[src/rtl/pal_timing_pkg.sv]
package pal_timing_pkg;
    typedef enum logic {
        VB_OFF = 1'b0,
        VB_ON  = 1'b1
    } vb_state_e;
endpackage

[src/rtl/pal_clk_div.sv]
module pal_clk_div #(
    parameter int DIV = 5,
    parameter int W   = $clog2(DIV)
) (
    input  logic         clk_i,
    input  logic         rst_ni,
    input  logic [W-1:0] phase_i,
    output logic         ce_o
);
    localparam logic [W-1:0] LAST = W'(DIV - 1);

    logic [W-1:0] cnt_q;

    // the phase is taken while reset is held; out-of-range values start at zero
    always_ff @(posedge clk_i) begin
        if (!rst_ni) begin
            cnt_q <= (32'(phase_i) < DIV) ? phase_i : '0;
        end else if (cnt_q == LAST) begin
            cnt_q <= '0;
        end else begin
            cnt_q <= cnt_q + 1'b1;
        end
    end

    assign ce_o = (cnt_q == LAST);
endmodule

[src/rtl/pal_raster_cnt.sv]
module pal_raster_cnt #(
    parameter int PIX   = 341,
    parameter int LINES = 312,
    parameter int XW    = $clog2(PIX),
    parameter int YW    = $clog2(LINES),
    parameter int IW    = $clog2(PIX * LINES)
) (
    input  logic          clk_i,
    input  logic          rst_ni,
    input  logic          adv_i,
    output logic [XW-1:0] x_o,
    output logic [YW-1:0] y_o,
    output logic [IW-1:0] idx_o,
    output logic          last_o
);
    localparam int            NPIX   = PIX * LINES;
    localparam logic [XW-1:0] X_LAST = XW'(PIX - 1);
    localparam logic [YW-1:0] Y_LAST = YW'(LINES - 1);
    localparam logic [IW-1:0] I_LAST = IW'(NPIX - 1);

    logic [XW-1:0] x_q;
    logic [YW-1:0] y_q;
    logic [IW-1:0] idx_q;

    // reset parks on the final pixel so the first advance opens a frame
    always_ff @(posedge clk_i) begin
        if (!rst_ni) begin
            x_q   <= X_LAST;
            y_q   <= Y_LAST;
            idx_q <= I_LAST;
        end else if (adv_i) begin
            if (idx_q == I_LAST) begin
                x_q   <= '0;
                y_q   <= '0;
                idx_q <= '0;
            end else begin
                idx_q <= idx_q + 1'b1;
                if (x_q == X_LAST) begin
                    x_q <= '0;
                    y_q <= y_q + 1'b1;
                end else begin
                    x_q <= x_q + 1'b1;
                end
            end
        end
    end

    assign x_o    = x_q;
    assign y_o    = y_q;
    assign idx_o  = idx_q;
    assign last_o = (idx_q == I_LAST);
endmodule

[src/rtl/pal_vbl_fsm.sv]
module pal_vbl_fsm
    import pal_timing_pkg::*;
(
    input  logic clk_i,
    input  logic rst_ni,
    input  logic set_i,
    input  logic clr_i,
    input  logic rd_i,
    output logic flag_o,
    output logic peek_o
);
    vb_state_e st_q, st_d;

    always_ff @(posedge clk_i) begin
        if (!rst_ni) begin
            st_q <= VB_OFF;
        end else begin
            st_q <= st_d;
        end
    end

    // a qualified read wins over a frame start in the same clock
    always_comb begin
        st_d = st_q;
        unique case (st_q)
            VB_OFF: if (set_i && !rd_i)  st_d = VB_ON;
            VB_ON:  if (rd_i || clr_i)   st_d = VB_OFF;
            default:                     st_d = VB_OFF;
        endcase
    end

    always_comb begin
        flag_o = (st_q == VB_ON);
        peek_o = (st_q == VB_ON) || set_i;
    end
endmodule

[src/rtl/pal_frame_timer.sv]
module pal_frame_timer #(
    parameter int PIX_PER_LINE = 341,
    parameter int LINES        = 312,
    parameter int PIX_DIV      = 5,
    parameter int CPU_DIV      = 16,
    parameter int CLR_PIX      = 23869,
    parameter int FCW          = 16,
    parameter int XW           = $clog2(PIX_PER_LINE),
    parameter int YW           = $clog2(LINES),
    parameter int PPW          = $clog2(PIX_DIV),
    parameter int CPW          = $clog2(CPU_DIV)
) (
    input  logic            clk_i,
    input  logic            rst_ni,
    input  logic [PPW-1:0]  pix_phase_i,
    input  logic [CPW-1:0]  cpu_phase_i,
    input  logic            clr_early_i,
    input  logic            nmi_en_i,
    input  logic            rd_i,
    output logic [7:0]      stat_o,
    output logic            pix_ce_o,
    output logic            cpu_ce_o,
    output logic [XW-1:0]   pix_x_o,
    output logic [YW-1:0]   line_y_o,
    output logic            vbl_o,
    output logic            nmi_o,
    output logic            frame_par_o,
    output logic [FCW-1:0]  frame_cnt_o
);
    localparam int            FRAME_PIX = PIX_PER_LINE * LINES;
    localparam int            IW        = $clog2(FRAME_PIX);
    localparam logic [IW-1:0] PRE_LATE  = IW'(CLR_PIX - 1);
    localparam logic [IW-1:0] PRE_EARLY = IW'(CLR_PIX - 2);

    logic          pix_ce, cpu_ce;
    logic [IW-1:0] idx;
    logic          last;
    logic          set_ev, clr_ev, rd_ev;
    logic          flag, peek;
    logic [IW-1:0] clr_pre_q;
    logic          cyc_par_q, frame_par_q;
    logic [FCW-1:0] frame_cnt_q;

    pal_clk_div #(.DIV(PIX_DIV), .W(PPW)) u_pix_div (
        .clk_i   (clk_i),
        .rst_ni  (rst_ni),
        .phase_i (pix_phase_i),
        .ce_o    (pix_ce)
    );

    pal_clk_div #(.DIV(CPU_DIV), .W(CPW)) u_cpu_div (
        .clk_i   (clk_i),
        .rst_ni  (rst_ni),
        .phase_i (cpu_phase_i),
        .ce_o    (cpu_ce)
    );

    pal_raster_cnt #(
        .PIX(PIX_PER_LINE), .LINES(LINES), .XW(XW), .YW(YW), .IW(IW)
    ) u_raster (
        .clk_i  (clk_i),
        .rst_ni (rst_ni),
        .adv_i  (pix_ce),
        .x_o    (pix_x_o),
        .y_o    (line_y_o),
        .idx_o  (idx),
        .last_o (last)
    );

    assign set_ev = pix_ce && last;
    assign clr_ev = pix_ce && (idx == clr_pre_q);
    assign rd_ev  = rd_i && cpu_ce;

    pal_vbl_fsm u_vbl (
        .clk_i  (clk_i),
        .rst_ni (rst_ni),
        .set_i  (set_ev),
        .clr_i  (clr_ev),
        .rd_i   (rd_ev),
        .flag_o (flag),
        .peek_o (peek)
    );

    // clear point, CPU-cycle parity and frame bookkeeping
    always_ff @(posedge clk_i) begin
        if (!rst_ni) begin
            clr_pre_q   <= clr_early_i ? PRE_EARLY : PRE_LATE;
            cyc_par_q   <= 1'b0;
            frame_par_q <= 1'b0;
            frame_cnt_q <= '0;
        end else begin
            if (cpu_ce) begin
                cyc_par_q <= ~cyc_par_q;
            end
            if (set_ev) begin
                frame_par_q <= cyc_par_q ^ cpu_ce;
                frame_cnt_q <= frame_cnt_q + 1'b1;
            end
        end
    end

    always_comb begin
        stat_o      = {peek, 7'b0};
        pix_ce_o    = pix_ce;
        cpu_ce_o    = cpu_ce;
        vbl_o       = flag;
        nmi_o       = flag && nmi_en_i;
        frame_par_o = frame_par_q;
        frame_cnt_o = frame_cnt_q;
    end
endmodule

[config.mk]
export PLATFORM = sky130hd
export DESIGN_NAME = pal_frame_timer
export DESIGN_NICKNAME = d
export VERILOG_FILES = /design/src/rtl/pal_timing_pkg.sv /design/src/rtl/pal_clk_div.sv /design/src/rtl/pal_raster_cnt.sv /design/src/rtl/pal_vbl_fsm.sv /design/src/rtl/pal_frame_timer.sv
export SDC_FILE = /design/constraint.sdc
export NUM_CORES = 1
export LEC_CHECK = 0
export BUFFER_PORTS_ARGS = -buffer_cell sky130_fd_sc_hd__buf_2
export CORE_ASPECT_RATIO = 0.9
export CORE_MARGIN = 3
export CORE_UTILIZATION = 45
export DETAILED_ROUTE_END_ITERATION = 8
export PLACE_DENSITY = 0.81
export SLEW_MARGIN = 20
export SYNTH_ARGS = -nofsm -noshare
export SYNTH_HDL_FRONTEND = slang
export SYNTH_HIERARCHICAL = 1
export SYNTH_SLANG_ARGS = --single-unit
[constraint.sdc]
create_clock -name clk_i -period 2.4 [get_ports clk_i]
set_clock_uncertainty 0.2 [all_clocks]
set_input_delay 0.36 -clock clk_i [delete_from_list [all_inputs] [get_ports clk_i]]
set_output_delay 0.36 -clock clk_i [all_outputs]
set_load 0.005 [all_outputs]
==> Word-level counts from Yosys, hierarchy flattened <==
Index checks and enable logic that the tools add are counted.
{ "totals": {"wordCells": 49, "out_inout_bits": 47, "input_bits": 12, "regBits": 78} }
{ "op_classes": {"muxes": 14, "n_addsub": 6, "bitwise_logic": 3, "n_lt_le_gt_ge": 1, "n_eq_ne": 5, "reduce_logical": 10} }
{ "ops": {"columns": ["cell", "count"], "rows": [
  ["2-to-1 mux 9 bit", 4],
  ["adder 9 x 1 -> 9 bit (second input constant)", 2],
  ["adder 17 x 1 -> 17 bit (second input constant)", 1],
  ["equality test 17 bit", 1],
  ["equality test 17 bit (second input constant)", 1],
  ["2-to-1 mux 17 bit", 1],
  ["adder 16 x 1 -> 16 bit (second input constant)", 1],
  ["2-to-1 mux 3 bit", 4],
  ["equality test 9 bit (second input constant)", 1],
  ["2-to-1 mux 4 bit", 2],
  ["logical AND 1 bit", 5],
  ["adder 4 x 1 -> 4 bit (second input constant)", 1],
  ["equality test 4 bit (second input constant)", 1],
  ["adder 3 x 1 -> 3 bit (second input constant)", 1],
  ["equality test 3 bit (second input constant)", 1],
  ["< comparator 3 bit (second input constant)", 1],
  ["logical OR 1 bit", 2],
  ["2-to-1 mux 1 bit", 2],
  ["inverter 1 bit", 2],
  ["one-hot mux 1 bit (2 select lines)", 1],
  ["AND reduction 2 bit", 1],
  ["nonzero test 2 bit", 1],
  ["zero test 1 bit", 1],
  ["bitwise XOR 1 bit", 1]
]} }

==> Depth between registers and ports, before layout <==
Gate-level depths: netlist (run 1).
{ "depth": {"ltp_word": 6, "mapped_depth": 10, "ltp_nobuf": 8} }

==> Modules after synthesis <==
The synthesis (run 1) kept the hierarchy.
{ "modules_own_cells": {"columns": ["module", "seq_area_each_um2", "cells_each", "n_inst", "area_per_inst_um2"], "rows": [
  ["pal_raster_cnt", 700.7, 226, 1, 1889.3],
  ["pal_frame_timer", 420.4, 111, 1, 1008.5],
  ["pal_clk_div at u_cpu_div", 80.1, 19, 1, 180.2],
  ["pal_clk_div at u_pix_div", 60.1, 20, 1, 166.4],
  ["pal_vbl_fsm", 20.0, 4, 1, 40.0]
]} }

==> Least setup slack after synthesis (run 1) <==
Ideal clock, no wire load.
{ "synth_path": {"path_kind": "reg2out", "start": "reg u_raster.idx_q[0], in the netlist u_raster/idx_o[0]", "end": "out stat_o[7]", "required_time_ps": 1840, "stages_incl_launch_ff": 10, "path_buffers": 3, "slack_ps": -80, "t_arrival_ps": 1920, "cell_sequence": "dfxtp_1 -> ha_1 -> and4b_1 -> nand4_1 -> clkbuf_1 -> inv_1 -> and2_1 -> clkbuf_1 -> or2_1 -> buf_4"} }
{ "synth_via": {"elab_chain_len": 3} }
{ "synth_rtl": {"columns": ["item", "line_no", "text"], "rows": [
  ["from (decl)", "pal_raster_cnt.sv:23", "logic [IW-1:0] idx_q;"],
  ["from (signal assigned)", "pal_raster_cnt.sv:37", "idx_q <= idx_q + 1'b1;"],
  ["equality test 17 bit", "pal_raster_cnt.sv:51", "assign last_o = (idx_q == I_LAST);"],
  ["named net last", "pal_frame_timer.sv:37", "logic last;"],
  ["logical AND 1 bit", "pal_frame_timer.sv:70", "assign set_ev = pix_ce && last;"],
  ["named net set_ev", "pal_frame_timer.sv:38", "logic set_ev, clr_ev, rd_ev;"],
  ["logical OR 1 bit", "pal_vbl_fsm.sv:34", "peek_o = (st_q == VB_ON) || set_i;"],
  ["to (decl)", "pal_frame_timer.sv:20", "output logic [7:0] stat_o,"]
]} }
The timed path passes the listed nets, and every way through them passes these cells.

==> Worst setup path after layout (run 1) <==
{ "layout_path": {"start": "reg u_pix_div.cnt_q[0]", "end": "out stat_o[7]"} }
{ "layout_via": {"elab_chain_len": 3} }
{ "layout_rtl": {"columns": ["item", "line_no", "text"], "rows": [
  ["from (decl)", "pal_clk_div.sv:12", "logic [W-1:0] cnt_q;"],
  ["from (signal assigned)", "pal_clk_div.sv:17", "cnt_q <= (32'(phase_i) < DIV) ? phase_i : '0;"],
  ["from (signal assigned)", "pal_clk_div.sv:21", "cnt_q <= cnt_q + 1'b1;"],
  ["equality test 3 bit", "pal_clk_div.sv:25", "assign ce_o = (cnt_q == LAST);"],
  ["logical AND 1 bit", "pal_frame_timer.sv:70", null],
  ["logical OR 1 bit", "pal_vbl_fsm.sv:34", null]
]} }
Every way passes these cells.

==> impl_metrics.py, run 1 <==
metrics = {
    "power": {
        "power_density_nw_per_um2": 826,
        "p_switching_uw": 1130,
        "power_frac_clock_pct": 27.6,
        "internal_power_uw": 2120,
        "p_total_uw": 3250,
        "leakagePower_uw": 0.00169,
        "ir_drop_mv": 0.432,
        "netSwitchingFraction_pct": 34.8,
        "p_seq_share_pct": 39.9,
        "combinationalPowerShare_pct": 32.4,
    },
    "floorplanning": {
        "core_um2": 6830,
        "die_w_um": 96.1,
        "num_rows": 28,
        "die_area_um2": 8360,
        "die_y_um": 87.1,
        "ios": 59,
        "start_util_pct": 48.1,
    },
    "route": {
        "routed_wl_mm": 7.91,
        "vias_per_cell": 5.77,
        "vias": 3109,
        "avgRoutedWirePerCell_um": 14.7,
        "firstDrtPassIters": 5,
        "drtIter0Drc": 389,
        "detail-route-antenna-nets": 0,
        "drc": 0,
    },
    "cts": {
        "clock-sinks": 63,
        "cts_root_buffer": "clkbuf_8",
        "cts_buffer_depth": 2,
        "cts_made_buffers": 9,
        "htree_levels": 3,
        "ctsHoldBuffers": 0,
        "tritoncts": "done",
        "clock_latency_ns": 0.34,
        "clkTransAtPathRegs_ns": 0.07,
    },
    "timing": {
        "slew_headroom_pct": 47.4,
        "fmax_ghz": 0.432,
        "period_share_pct": 96.4,
        "finalMaxSlewViolations": 0,
        "setup_tns_ns": 0,
        "period_minus_slack_ns": 2.31,
        "worst_pin_slew_ns": 0.788,
        "rsz0062_at_grt": "false",
        "hold_viol": 0,
        "finalSetupViolCount": 0,
    },
    "yosys": {
        "synth_edf_count": 2,
        "synth_top_area_share_pct": 37.2,
        "yosys.cell_count.top_type": "dfxtp_1",
        "avgSynthCellArea_um2": 8.64,
        "synth-async-reset-ratio_pct": 0,
        "syn_area_um2": 3280,
        "ys_ff_latch": 63,
        "synth_top_area_cell": "dfxtp_1",
        "yosysWarnings": 6,
        "synth_area_leaders": "dfxtp_1 37%, xor2_1 3.7%, nand2_1 3.4%",
        "synthDistinctLibCells": 59,
        "synth_commonest_cells": "61 x dfxtp_1, 30 x nand2_1, 27 x nor2_1",
        "ys_dominant_reg_cell": "dfxtp_1",
        "yosysSeqAreaShare_pct": 39.0,
        "netlist_instances": 380,
    },
    "layout": {
        "fillers": 590,
        "nets": 464,
        "drive_gt1_share_pct": 24.3,
        "num_antenna_cells": 0,
        "layout-area-overhead-vs-synth_pct": 19.7,
    },
    "grt": {
        "antenna_found_initial": 0,
        "grt_pass1_vias": 2868,
        "grt_max_degree": 31,
        "overflow": 0,
        "grt_usage_pct": 19.6,
        "grt_pass1_wl_mm": 13.3,
    },
    "placement": {
        "gp_congestion": 0.907,
        "port_buffers": 51,
        "place.detailed.hpwl_mm": 5.39,
    },
    "worst_setup_path": {
        "end_kind": "output port",
        "worstSetupPathType": "flop to output port",
        "worstPathRequired_ns": 1.84,
        "cp_max_fo": 6,
        "critPathArrivalTime_ns": 1.75,
        "cp-start-kind": "flop",
    },
    "outcome": {
        "status": "complete, no violations",
    },
    "flow_run": {
        "maxCapViolCount": 0,
    },
    "worst_hold_path": {
        "hold_path.class": "input port to flop",
    },
}
kinds of logic after synthesis:
| family | Yosys count | synth area share, % |
|---|---|---|
| AOI/OAI and AO/OA | 67 | 13.8 |
| xor gates and xnor gates | 22 | 5.87 |
| other | 1 | 0.114 |
| DFF | 63 | 39.0 |
| muxes | 7 | 2.29 |
| buffers and inverters | 42 | 5.98 |
| adders and majority gates | 8 | 3.05 |
| and+or+nand+nor | 170 | 29.9 |
layout make-up:
cell class,count,area (um^2),share of cell area (%)
inverters,19,71.3,1.81
multi-input cells,281,1860,47.4
repair buffers,70,398,10.1
clock inverters,4,45.0,1.15
well taps,90,113,2.86
clock buffers,12,145,3.69
flip-flops and latches,63,1300,33.0
cell usage in the layout (no fill, tap or decap), types with 4 or more instances in the layout:
cell type / n
inv_1: 18
xnor2_1: 8
nor3_1: 15
nand2b_1: 8
buf_4: 19
nand2_1: 30
and2_1: 6
clkbuf_8: 10
xor2_1: 14
buf_2: 51
nor2_1: 27
nand3_1: 14
dfxtp_2: 7
dfxtp_1: 52
and3_1: 9
o21ai_0: 21
nand4_1: 16
a21oi_1: 14
a221o_1: 7
mux2i_1: 6
o31ai_1: 5
ha_1: 6
nor4_1: 10
and4_1: 4
conb_1: 7
stage by stage:
stage / setup WS, ns / instance area, um^2 / instances / utilization, % / hold WS (ns)
final: 0.0860 / 3930 / 539 / 57.6 / 0.0213
after global routing: 0.00495 / 3930 / 539 / 57.6 / 0.0130
after CTS: 0.00195 / 3860 / 535 / 56.5 / 0.00829
after detailed placement: 0.131 / 3660 / 519 / 53.6 / 0.277
after global placement: 0.219 / 3660 / 519 / 53.6 / 0.255
after floorplan: 0.0263 / 3310 / 386 / - / 0.250
registers in the layout (all words and copies together) (netlist names):
| register | cells |
|---|---|
| u_vbl/flag_o | 1 |
| u_cpu_div/cnt_q | 4 |
| u_raster/y_o | 9 |
| u_raster/idx_o | 17 |
| u_raster/x_o | 9 |
| u_pix_div/cnt_q | 3 |
| frame_par_o | 1 |
| cyc_par_q | 1 |
| frame_cnt_o | 16 |
| clr_pre_q | 2 |
timing repair:
item,4_1_cts,5_1_grt
gates resized for setup,5,14
setup endpoints to repair,1,4
buffers inserted,0,4
pin swaps,0,2
critical path: stages, from the launching register on:
cell and delay, ns:
dfxtp_2 0.33, inv_1 0.05, ha_2 0.19, and2_4 0.18
buf_4 0.16, and2_4 0.16, or2_1 0.21, buf_2 0.13
routing by layer:
layer	GRT usage, %	routed length (um)
met4	9.17	174
met5	0	0
met2	30.4	3690
met3	3.03	527
met1	26.7	3520
final timing paths:
path | start | slack, ns | endpoint | cells after the start
worst max-delay path | u_pix_div/cnt_q[0] | 0.09 | stat_o[7] | 7
worst min-delay path | clr_early_i | 0.02 | clr_pre_q[1] | 1
worst max register to register | u_raster/idx_o[5] | 0.16 | u_raster/y_o[4] | 5
worst min register to register | u_raster/idx_o[0] | 0.27 | u_raster/idx_o[0] | 1
power by group through the flow:
stage / Clock [uW] / Sequential, uW / Combinational [uW]
after floorplan: 0 / 1290 / 673
after global placement: 0 / 1300 / 939
after detailed placement: 0 / 1310 / 959
after CTS: 913 / 1290 / 971
after global routing: 959 / 1310 / 1140
final: 898 / 1300 / 1050
Power figures use the tool's default switching activity.
==> inputs of run 2 (changes only) <==
BUFFER_PORTS_ARGS = unset   (was -buffer_cell sky130_fd_sc_hd__buf_2)
DONT_BUFFER_PORTS = 1   (was unset)
PLACE_DENSITY = 0.74   (was 0.81)
==> run 2 against run 1 <==
  * Final cell count fell by 8.5%
  * Sequential share of layout area rose by 1.5 points
  * First-iteration DRC count fell by 13%
  * Hold slack got worse by 0.0085 ns
  * Wire length fell by 2.0%
  * Clock power rose by 0.6%
  * Critical path depth did not move
  * Global-route usage fell by 0.22 points
  * Non-clock buffer count fell by 46
==> impl_metrics.py, run 2 (synthesis gave the netlist of run 1 again) <==
metrics = {
    "cts": {
        "post-cts-setup-buffers": 0,
        "htree_levels": 3,
        "cts_made_buffers": 9,
        "clock_latency_ns": 0.34,
        "clkTransAtPathRegs_ns": 0.07,
        "cts_root_buffer": "clkbuf_8",
        "cts_buffer_depth": 2,
        "tritoncts": "done",
        "clock-sinks": 63,
    },
    "worst_setup_path": {
        "critPathLaunch": "u_pix_div/cnt_q[0]",
        "cp_max_fo": 11,
        "cp-start-kind": "flop",
        "end_kind": "flop",
        "worstPathRequired_ns": 2.43,
        "rr_startpoint": "u_pix_div/cnt_q[0]",
        "worstSetupPathType": "flop to flop",
        "critPathArrivalTime_ns": 2.31,
    },
    "timing": {
        "rsz0062_at_grt": "false",
        "hold_viol": 0,
        "setup_tns_ns": 0,
        "period_minus_slack_ns": 2.28,
        "period_share_pct": 94.9,
        "setup_slack_ns": 0.122,
        "fmax_ghz": 0.439,
        "worst_pin_slew_ns": 0.792,
        "finalSetupViolCount": 0,
        "finalMaxSlewViolations": 0,
        "slew_headroom_pct": 47.1,
    },
    "grt": {
        "gr-usage-met1_pct": 25.2,
        "antenna_found_initial": 0,
        "grt_pass1_wl_mm": 13.0,
        "grt_max_degree": 34,
        "use_met3_pct": 6.40,
        "grt_pass1_vias": 2815,
        "overflow": 0,
        "grt_usage_pct": 19.4,
        "busiest_layer": "met2",
        "use_met2_pct": 30.7,
    },
    "route": {
        "routed_wl_mm": 7.75,
        "firstDrtPassIters": 5,
        "vias_per_cell": 5.95,
        "detail-route-antenna-nets": 0,
        "drc": 0,
        "drtIter0Drc": 340,
        "vias": 2935,
        "avgRoutedWirePerCell_um": 15.7,
    },
    "floorplanning": {
        "die_area_um2": 8360,
        "core_um2": 6830,
        "ios": 59,
        "die_y_um": 87.1,
        "start_util_pct": 48.1,
        "die_w_um": 96.1,
        "num_rows": 28,
    },
    "flow_run": {
        "maxCapViolCount": 0,
    },
    "power": {
        "power_density_nw_per_um2": 848,
        "leakagePower_uw": 0.00146,
        "ir_drop_mv": 0.402,
    },
    "placement": {
        "place.detailed.hpwl_mm": 5.22,
        "port_buffers": 0,
        "gp_congestion": 0.839,
        "place_ws_ns": 0.0742,
    },
    "layout": {
        "nets": 418,
        "final_cell_mix": "61 x dfxtp_1, 30 x nand2_1, 27 x nor2_1, 21 x o21ai_0, 19 x inv_1",
        "layout-area-overhead-vs-synth_pct": 13.1,
        "final_common_cell": "dfxtp_1",
        "largest_reg_flops": 17,
        "drive_gt1_share_pct": 11.2,
        "num_antenna_cells": 0,
    },
    "worst_hold_path": {
        "hold_path.class": "input port to flop",
        "hold_start": "pix_phase_i[2]",
    },
    "outcome": {
        "status": "complete, no violations",
    },
}
==> run 2: cell count changes in the layout (fill, tap and decap cells not counted), sizes merged <==
| cell | change |
|---|---|
| buf | -55 |
| dlygate4sd3 | +9 |
| inv | +3 |
| clkbuf | -2 |
| clkinv | -2 |
| clkinvlp | +2 |
| bufinv | -1 |
==> run 2: metrics by stage <==
stage | std cells | cell area [um^2] | utilization (%) | power [uW] | hold slack (ns)
floorplan | 386 | 3310 | - | 1960 | 0.250
global placement | 467 | 3400 | 49.8 | 2180 | 0.244
detailed placement | 467 | 3400 | 49.8 | 2210 | 0.249
CTS | 492 | 3690 | 54.0 | 3140 | 0.00473
global route | 493 | 3710 | 54.4 | 3330 | 0.00889
finish | 493 | 3710 | 54.4 | 3150 | 0.0128
==> run 2: path summary, 6_finish.rpt <==
check                                           to  slack (ns)  cells past startpoint
worst max-delay path            u_raster/idx_o[16]        0.12                      7
worst min-delay path            u_pix_div/cnt_q[1]        0.01                      2
worst max register to register  u_raster/idx_o[16]        0.12                      7
worst min register to register     frame_cnt_o[15]        0.30                      2
==> run 2: metal layers <==
metal,share of wire (%),vias up
li1,-,1415
met1,44,1394
met2,47,115
met3,8.0,11
met4,0.93,0
met5,0,-
==> run 2: cell type report <==
class                   count  area (um^2)
flip-flops and latches     63         1280
well taps                  90          113
repair buffers             24          200
multi-input cells         281         1850
inverters                  19         71.3
fillers                   622         3120
clock buffers              10          149
clock inverters             6         50.0
==> run 2: report_power, final <==
part           internal [uW]  switching (uW)  leakage, uW
Sequential              1160             136     0.000517
Clock                    450             453    0.0000950
Combinational            383             566     0.000852
Total                   1990            1160      0.00146
==> run 2: worst max-delay path, stage by stage (launching register included) <==
cell and delay (ns):
dfxtp_1 0.32, inv_1 0.08, ha_1 0.20, and2_4 0.23
and3_1 0.23, nand3_1 0.18, or4_1 0.54, and4_1 0.19
==> run 2: what timing repair did <==
action                     4_1_cts  5_1_grt
hold endpoints to repair        25        1
gates resized for setup          0        5
setup endpoints to repair        0        6
hold buffers                     9        1
